### config.mk
export PLATFORM = sky130hd
export DESIGN_NAME = grp6_encoder
export DESIGN_NICKNAME = d
export VERILOG_FILES = /design/src/rtl/grp6_enc_pkg.sv /design/src/rtl/grp6_rst_sync.sv /design/src/rtl/grp6_popcnt.sv /design/src/rtl/grp6_front.sv /design/src/rtl/grp6_back.sv /design/src/rtl/grp6_encoder.sv
export SDC_FILE = /design/constraint.sdc
export NUM_CORES = 1
export LEC_CHECK = 0
export ABC_AREA = 1
export BUFFER_PORTS_ARGS = -buffer_cell sky130_fd_sc_hd__buf_2
export CAP_MARGIN = 30
export CORE_ASPECT_RATIO = 0.6
export CORE_MARGIN = 8
export CORE_UTILIZATION = 46
export CTS_BUF_LIST = sky130_fd_sc_hd__clkbuf_4 sky130_fd_sc_hd__clkbuf_8
export CTS_CLUSTER_SIZE = 10
export DETAILED_ROUTE_END_ITERATION = 8
export PLACE_DENSITY = 0.7
export SYNTH_ARGS = -nofsm -noshare
export SYNTH_HDL_FRONTEND = slang
export SYNTH_SLANG_ARGS = --single-unit
### constraint.sdc
create_clock -name clk -period 1.1 [get_ports clk]
set_input_delay 0.275 -clock clk [delete_from_list [all_inputs] [get_ports clk]]
set_output_delay 0.275 -clock clk [all_outputs]
set_load 0.02 [all_outputs]
### src/rtl/grp6_enc_pkg.sv
package grp6_enc_pkg;
  localparam int GRP_BYTES = 6;
  localparam int BYTE_W    = 8;
  localparam int WORD_W    = 32;
  localparam int OUT_BYTES = GRP_BYTES + 2;
  localparam int GRP_W     = GRP_BYTES * BYTE_W;
  localparam int OUT_W     = OUT_BYTES * BYTE_W;
  localparam int CNT_W     = $clog2(BYTE_W + 1);
  localparam int CHK_MAX   = (GRP_BYTES * (GRP_BYTES + 1) / 2) * BYTE_W;

  typedef logic [BYTE_W-1:0]                  byte_t;
  typedef logic [GRP_W-1:0]                   grp_t;
  typedef logic [GRP_BYTES-1:0]               keep_t;
  typedef logic [GRP_BYTES-1:0][CNT_W-1:0]    cnt_vec_t;
  typedef logic [WORD_W-1:0]                  word_t;
endpackage

### src/rtl/grp6_rst_sync.sv
module grp6_rst_sync (
  input  logic clk,
  input  logic rst_n,
  output logic rst_n_sync
);
  logic [1:0] sync_q;
  logic [1:0] sync_d;

  always_comb begin
    sync_d = {sync_q[0], 1'b1};
  end

  always_ff @(posedge clk or negedge rst_n) begin
    if (!rst_n) begin
      sync_q <= '0;
    end else begin
      sync_q <= sync_d;
    end
  end

  assign rst_n_sync = sync_q[1];
endmodule

### src/rtl/grp6_popcnt.sv
module grp6_popcnt #(
  parameter int W  = 8,
  parameter int CW = $clog2(W + 1)
) (
  input  logic [W-1:0]  bits_i,
  output logic [CW-1:0] count_o
);
  always_comb begin
    count_o = '0;
    for (int b = 0; b < W; b++) begin
      count_o = count_o + CW'(bits_i[b]);
    end
  end
endmodule

### src/rtl/grp6_front.sv
module grp6_front
  import grp6_enc_pkg::*;
(
  input  logic     clk,
  input  logic     rst_n,
  input  logic     adv_i,
  input  logic     take_i,
  input  grp_t     data_i,
  output logic     vld_o,
  output grp_t     data_o,
  output byte_t    par_o,
  output cnt_vec_t cnt_o
);
  byte_t    par_c;
  cnt_vec_t cnt_c;
  logic     vld_d, vld_q;
  logic     load_en;

  // per-byte set-bit counts
  for (genvar g = 0; g < GRP_BYTES; g++) begin : g_cnt
    grp6_popcnt #(.W(BYTE_W), .CW(CNT_W)) u_pc (
      .bits_i (data_i[g*BYTE_W +: BYTE_W]),
      .count_o(cnt_c[g])
    );
  end

  // XOR across the six bytes
  always_comb begin
    par_c = '0;
    for (int i = 0; i < GRP_BYTES; i++) begin
      par_c = par_c ^ data_i[i*BYTE_W +: BYTE_W];
    end
  end

  always_comb begin
    vld_d   = adv_i ? take_i : vld_q;
    load_en = adv_i && take_i;
  end

  always_ff @(posedge clk or negedge rst_n) begin
    if (!rst_n) begin
      vld_q <= 1'b0;
    end else begin
      vld_q <= vld_d;
    end
  end

  always_ff @(posedge clk) begin
    if (load_en) begin
      data_o <= data_i;
      par_o  <= par_c;
      cnt_o  <= cnt_c;
    end
  end

  assign vld_o = vld_q;
endmodule

### src/rtl/grp6_back.sv
module grp6_back
  import grp6_enc_pkg::*;
(
  input  logic     clk,
  input  logic     rst_n,
  input  logic     adv_i,
  input  logic     vld_i,
  input  grp_t     data_i,
  input  byte_t    par_i,
  input  cnt_vec_t cnt_i,
  output logic     vld_o,
  output word_t    w0_o,
  output word_t    w1_o
);
  byte_t             chk_c;
  logic [OUT_W-1:0]  pack_c;
  logic              vld_d, vld_q;
  logic              load_en;

  // position-weighted sum of bit counts, 8-bit wrap
  always_comb begin
    chk_c = '0;
    for (int i = 0; i < GRP_BYTES; i++) begin
      chk_c = chk_c + BYTE_W'(32'(cnt_i[i]) * (i + 1));
    end
  end

  always_comb begin
    pack_c  = {chk_c, par_i, data_i};
    vld_d   = adv_i ? vld_i : vld_q;
    load_en = adv_i && vld_i;
  end

  always_ff @(posedge clk or negedge rst_n) begin
    if (!rst_n) begin
      vld_q <= 1'b0;
    end else begin
      vld_q <= vld_d;
    end
  end

  always_ff @(posedge clk) begin
    if (load_en) begin
      w0_o <= pack_c[WORD_W-1:0];
      w1_o <= pack_c[2*WORD_W-1:WORD_W];
    end
  end

  assign vld_o = vld_q;
endmodule

### src/rtl/grp6_encoder.sv
module grp6_encoder
  import grp6_enc_pkg::*;
(
  input  logic                 clk,
  input  logic                 rst_n,
  input  logic                 in_valid,
  output logic                 in_ready,
  input  logic [GRP_W-1:0]     in_data,
  input  logic [GRP_BYTES-1:0] in_keep,
  output logic                 out_valid,
  input  logic                 out_ready,
  output logic [WORD_W-1:0]    out_word0,
  output logic [WORD_W-1:0]    out_word1,
  output logic                 grp_reject
);
  logic     rst_n_sync;
  logic     adv;
  logic     accept;
  logic     complete;
  logic     take;
  logic     rej_d, rej_q;
  logic     s1_vld;
  grp_t     s1_data;
  byte_t    s1_par;
  cnt_vec_t s1_cnt;
  logic     s2_vld;

  grp6_rst_sync u_rst (
    .clk       (clk),
    .rst_n     (rst_n),
    .rst_n_sync(rst_n_sync)
  );

  always_comb begin
    adv      = !s2_vld || out_ready;
    in_ready = adv && rst_n_sync;
    accept   = in_valid && in_ready;
    complete = &in_keep;
    take     = accept && complete;
    rej_d    = accept && !complete;
  end

  grp6_front u_front (
    .clk   (clk),
    .rst_n (rst_n_sync),
    .adv_i (adv),
    .take_i(take),
    .data_i(in_data),
    .vld_o (s1_vld),
    .data_o(s1_data),
    .par_o (s1_par),
    .cnt_o (s1_cnt)
  );

  grp6_back u_back (
    .clk   (clk),
    .rst_n (rst_n_sync),
    .adv_i (adv),
    .vld_i (s1_vld),
    .data_i(s1_data),
    .par_i (s1_par),
    .cnt_i (s1_cnt),
    .vld_o (s2_vld),
    .w0_o  (out_word0),
    .w1_o  (out_word1)
  );

  always_ff @(posedge clk or negedge rst_n_sync) begin
    if (!rst_n_sync) begin
      rej_q <= 1'b0;
    end else begin
      rej_q <= rej_d;
    end
  end

  assign out_valid  = s2_vld;
  assign grp_reject = rej_q;
endmodule

After elaboration in Yosys (flattened, before gate mapping):

Cells that the tools add are included.

* add/subtract/negate cells: 47
* multiply operators: 3
* div/mod/pow operators: 0
* order comparisons: 0
* equality and inequality tests: 0
* shift-type cells: 0
* multiplexer cells: 0
* bitwise operators: 5
* reductions and logical operators: 10

Operators by type and width (number)
* $add A4 B1 Y4: 24
* $xor A8 B8 Y8: 5
* $add A3 B1 Y4: 6
* $add A2 B1 Y3: 6
* $add A8 B6 Y8: 2
* $add A8 B7 Y8: 2
* $add A1 B1 Y2: 6
* $mul A4 B2 Y6 const B: 2
* $mul A4 B3 Y7 const B: 1
* $add A4 B5 Y6: 1
* $logic_and A1 B1 Y1: 6
* $reduce_and A6 Y1: 1
* $logic_not A1 Y1: 2
* $logic_or A1 B1 Y1: 1

* register bits: 149
* latch bits: 0
* RAM bits: 0
* memory bits (read-only): 0
* bits of input ports: 58
* memories kept: 0

Depth between registers and ports, before layout:

* depth in word-level cells: 7
* depth in mapped cells: 17
* depth with buffers taken out: 17

Cells and area by module:

From an unflattened synthesis, not the netlist that was laid out.

* cells, all modules: 667
* area, all modules: 7669.9 um2

Modules (own cells, without submodules)
* grp6_front: instances 1, cells an instance 287, area each 3309.4 um2, sequential area each 2427.3 um2
* grp6_back: instances 1, cells an instance 190, area each 3011.6 um2, sequential area each 1946.9 um2
* grp6_popcnt: instances 6, cells an instance 29, area each 201.4 um2, sequential area each 0.0 um2
* grp6_encoder: instances 1, cells an instance 13, area each 86.3 um2, sequential area each 25.0 um2
* grp6_rst_sync: instances 1, cells an instance 3, area each 53.8 um2, sequential area each 50.0 um2

Worst setup path before layout:

OpenSTA, ideal clock, no wires.

* kind: flip-flop to flip-flop
* start: register u_back.vld_q (netlist: u_back.vld_o)
* end: register u_front.cnt_o[0] (netlist bit) (enable)
* library setup time: 0.519 ns
* arrival time: 4.059 ns
* slack: -3.478 ns
* stages on the path, launching flop included: 4
* path buffers: 0
* cells stage by stage: dfrtp_1 > nand2_1 > nand3_1 > nor2_1

* word-level cells in the longest chain between the ends: 6

RTL lines
* start, declared: line grp6_back.sv:17 `logic vld_d, vld_q;`
* start signal, assigned: line grp6_back.sv:38 `vld_q <= vld_d;`
* $logic_not A1 Y1 (*): line grp6_encoder.sv:35 `adv = !s2_vld || out_ready;`
* $logic_or A1 B1 Y1 (*): line grp6_encoder.sv:35
* $logic_and A1 B1 Y1: line grp6_encoder.sv:36 `in_ready = adv && rst_n_sync;`
* $logic_and A1 B1 Y1: line grp6_encoder.sv:37 `accept = in_valid && in_ready;`
* $logic_and A1 B1 Y1: line grp6_encoder.sv:39 `take = accept && complete;`
* $logic_and A1 B1 Y1 (*): line grp6_front.sv:37 `load_en = adv_i && take_i;`
* named net u_front.load_en: line grp6_front.sv:17 `logic load_en;`
* end signal, assigned: line grp6_front.sv:52 `cnt_o <= cnt_c;`
* end, declared: line grp6_front.sv:12 `output cnt_vec_t cnt_o`

The timed path passes the listed nets; every way through them passes the cells marked *.
A chain may end at the register's enable or synchronous reset.

Final worst setup path:

* start: register u_front.cnt_o[1] (netlist bit)
* end: register u_back.w1_o[31] (data pin)

* word-level cells in the longest chain between the ends: 5

RTL lines
* $add A4 B5 Y6: line grp6_back.sv:24 `chk_c = chk_c + BYTE_W'(32'(cnt_i[i]) * (i + 1));`
* $add A8 B6 Y8 (2 in series): line grp6_back.sv:24
* $add A8 B7 Y8 (2 in series): line grp6_back.sv:24
* named net u_back.chk_c[7]: line grp6_back.sv:15 `byte_t chk_c;`
* end signal, assigned: line grp6_back.sv:45 `w1_o <= pack_c[2*WORD_W-1:WORD_W];`
* end, declared: line grp6_back.sv:13 `output word_t w1_o`

The timed path passes the listed nets, and every way through them passes these cells.

==> metrics list <==
- Cells along the critical path: ha_4 > inv_2 > fa_2 > xnor2_2 > ha_1 > inv_2 > fa_1 > fa_1 > fa_1 > inv_2 > ha_4 > fa_2 > nand3_2 > nand2_2 > xnor2_1
- Global-route usage over all layers: 0.202
- On the critical path, the stage with the largest delay is an instance of sky130_fd_sc_hd__fa_1.
* CTS clk-pin slew, worst paths: 80 ps
- IO buf count: 124
- Final setup violation count: 243
- Worst Path Arrival: 4100 ps
- Static timing analysis puts the maximum clock frequency at 0.256 GHz.
- Max H-tree Level: 4
- The flow ran to the end, but the final reports show violations.
* Antenna Violating Nets Remaining: 0
- Wire length of the first global-routing pass: 30700 um
- For hold timing, the worst endpoint is u_front.data_o[9].
- Routability congestion estimate from global placement: 0.857
- The critical path starts at u_front.cnt_o[1].
- The analysis attributes to cell leakage a power of 0.00488 uW.
* Number of standard-cell rows in the floorplan: 35
- Leading cell type in the layout, fill and taps excluded: sky130_fd_sc_hd__edfxtp_1
- Setup repair after global routing could not meet its margin everywhere.
* Startpoint types: register
- Maximum number of pins on one net before global-route repair: 17
- Synthesis produced a netlist whose cell count is 585.
* Number of slew-limit violations in the final report: 0
- Nets@finish: 989
* Commonest non-fill, non-tap cells in the layout: sky130_fd_sc_hd__edfxtp_1 (144), sky130_fd_sc_hd__nand2_1 (143), sky130_fd_sc_hd__inv_1 (97)
* Delay of the slowest cell on the worst path: 520 ps
- The number of failing hold endpoints at the final stage was 0.
- Clock tree synthesis found a total of 149 sinks.
* Total met3 wirelength after detailed routing: 2170 um
* Reg-to-reg setup timing slack: -2800 ps
* Routed via count divided by cell count: 4.95
* Failing checks: negative setup slack
- Initial standard-cell utilization of the core: 0.475
* Sum of overflow across all layers after global routing: 0
- Number of global-route vias before repair: 5592
- Post-layout utilization of the core: 0.698
- Of the synthesized area, sequential elements account for 0.604.
- In this run the worst path has a maximum fanout of 2.
- After the first detailed-routing iteration, the DRC count stood at 510.
- Summing all non-filler instances in the final layout gives an area of 0.0108 mm2.
* Detailed-routing wirelength on met1: 8780 um
* Kind of cell adding the most delay to the critical path: adder cells
* Number of maximum-capacitance constraint violations: 0
- Counting both buffers and inverters, the worst setup path holds a total of 3.
- For this block, the via count after detailed routing is 5256.
- Count of distinct cell types in the synthesized netlist: 19
* Area added between synthesis and finish: 46.9%
- Core Area: 0.0155 mm2
* First-pass detailed-route iteration total: 5
* Total half-perimeter wirelength after legalization and detailed placement: 12900 um
- Length in cells of the worst reg-to-reg path: 15
* Max Clock Skew: 11.2 ps
* Logic gate share of total power: 0.186
* #FFs+latches synth: 149
- Post-synthesis cell area: 0.00736 mm2
- Of the available clock period, the critical path in the final layout requires 3.55.
* Warnings from Yosys: 0
- The clock passes through at most 2 buffers.
- TritonCTS built the clock tree.
- Net count of the mapped netlist: 730
* Power Dens Cells: 1230 mW/mm2
- Share of layout cells above drive strength 1: 0.420
- Dpl cell area: 0.00895 mm2
- Internal Dissipation: 9820 uW
* Setup Slack @ Placement: -2820 ps
* Die footprint: 0.0204 mm2
- Of the total power, the share spent switching nets is 0.263.
- Crit path required time: 1300 ps
- Reg power frac: 0.474
- Hold path startpoint: in_data[9]
- Dividing the detail-routed wire length by the instance count gives 19.5 um.
* Net switching power: 3490 uW
- The share of total power dissipated in the clock network is 0.340.
- The routed design has 20800 um of wire.
- In this run the critical register-to-register path is launched from u_front.cnt_o[1].
* Endpoint kind of the worst setup timing path: register
* Crit Path Category: register to register
* Die Ht: 114 um
- Dividing the synthesized area by the synthesized cell count gives 12.6 um2.
* Capturing point of the worst reg2reg path: u_back.w1_o[31]
* Number of stages on the worst hold path: 1
- The die is 179 um wide.
- Min Hold Slack: 35.0 ps
- The number of clock buffers added by TritonCTS is 17.
- Post-detailed-route DRC marker count: 0
- The number of antenna violations at the first check in global routing came to 1.
* Ports: 125
- The later pin in the worst-skew pair is clocked with a latency of 440 ps.
* Hold crit path type: primary input to register
- The smallest clock period supported by the final layout is computed as 3900 ps.
- Signal routing reaches up to met5.
* Root buffer selected by CTS: sky130_fd_sc_hd__clkbuf_8
* VDD IR-drop max: 895 uV
* Met2 layer wire length in the routed design: 9540 um
* PnR worst setup slack: -2800 ps
-- per-layer routing --
layer | up-vias | track usage
li1 | 2396 | -
met1 | 2566 | 0.269
met2 | 267 | 0.325
met3 | 25 | 0.0594
met4 | 2 | 0.0420
met5 | - | 0
-- worst register-to-register path: stages (launching register included) --
cell	delay (ps)
sky130_fd_sc_hd__edfxtp_1	390
sky130_fd_sc_hd__ha_4	150
sky130_fd_sc_hd__inv_2	30
sky130_fd_sc_hd__fa_2	370
sky130_fd_sc_hd__xnor2_2	150
sky130_fd_sc_hd__ha_1	290
sky130_fd_sc_hd__inv_2	40
sky130_fd_sc_hd__fa_1	500
sky130_fd_sc_hd__fa_1	440
sky130_fd_sc_hd__fa_1	520
sky130_fd_sc_hd__inv_2	50
sky130_fd_sc_hd__ha_4	150
sky130_fd_sc_hd__fa_2	360
sky130_fd_sc_hd__nand3_2	70
sky130_fd_sc_hd__nand2_2	50
sky130_fd_sc_hd__xnor2_1	110
-- worst max-delay path by stage --
stage | endpoint | slack, ps | cells past startpoint
global placement | u_back.w1_o[31] | -2720 | 15
CTS | u_back.w1_o[31] | -2780 | 15
finish | u_back.w1_o[31] | -2800 | 15
floorplan | u_back.w1_o[31] | -2650 | 15
global route | u_back.w1_o[31] | -2910 | 15
detailed placement | u_back.w1_o[31] | -2820 | 15
-- kinds of logic (layout without fill, tap and decap cells) --
family,Yosys count,in the layout,share of synthesized area
AO/OA/AOI/OAI,8,8,0.00612
XOR/XNOR,21,21,0.0260
adder cells (fa/ha/maj),87,87,0.195
buffers and inverters,137,409,0.0708
flip-flops,149,149,0.604
other,1,3,0.000509
AND/OR/NAND/NOR,182,182,0.0977
-- repair_timing --
action	in CTS	in global routing
setup endpoints to repair	243	245
gates resized for setup	155	82
cloned	16	2
hold endpoints to repair	2	1
pin swaps	20	18
hold buffers	1	1
buffers inserted	26	17
-- through the flow --
stage / cells / TNS, ps / power, uW
final: 1062 / -119020 / 13300
after global routing: 1060 / -128710 / 13800
after CTS: 1052 / -117120 / 13100
after detailed placement: 981 / -97490 / 8430
after global placement: 981 / -92780 / 8320
after floorplan: 585 / -196910 / 7610
-- flip-flops by register name (all words and copies together) (netlist names) --
name            flops
u_front.vld_o       1
u_back.w1_o        32
u_rst.sync_q        2
grp_reject          1
u_front.data_o     48
u_back.w0_o        32
u_back.vld_o        1
u_front.cnt_o      24
u_front.par_o       8
-- power groups by stage --
stage	logic [uW]	clock network (uW)	registers, uW
global placement	1870	0	6440
CTS	2260	4540	6320
global route	2710	4810	6320
detailed placement	1990	0	6440
floorplan	1160	0	6450
finish	2470	4520	6320
-- synth_stat cells, drive strengths merged --
library cell	number	area share
dfrtp	5	0.017
edfxtp	144	0.59
nor2	6	0.0031
a21o	1	0.0010
o21ai	1	0.00068
buf	1	0.0015
a31oi	1	0.00085
nand3	29	0.020
conb	1	0.00051
nand2	147	0.075
fa	46	0.13
inv	136	0.069
xnor2	9	0.011
xor2	12	0.015
a21oi	4	0.0027
o22ai	1	0.00085
ha	41	0.070
-- layout make-up --
type,instances,area [um2]
fill,983,4690
sequential,149,4450
inverter,136,513
clock buffer,19,249
tap,203,254
timing repair buffer,241,2450
clock inverter,13,174
multi-input combinational,299,2720
antenna,2,5.00
No activity file was read; power rests on OpenSTA's default activity.
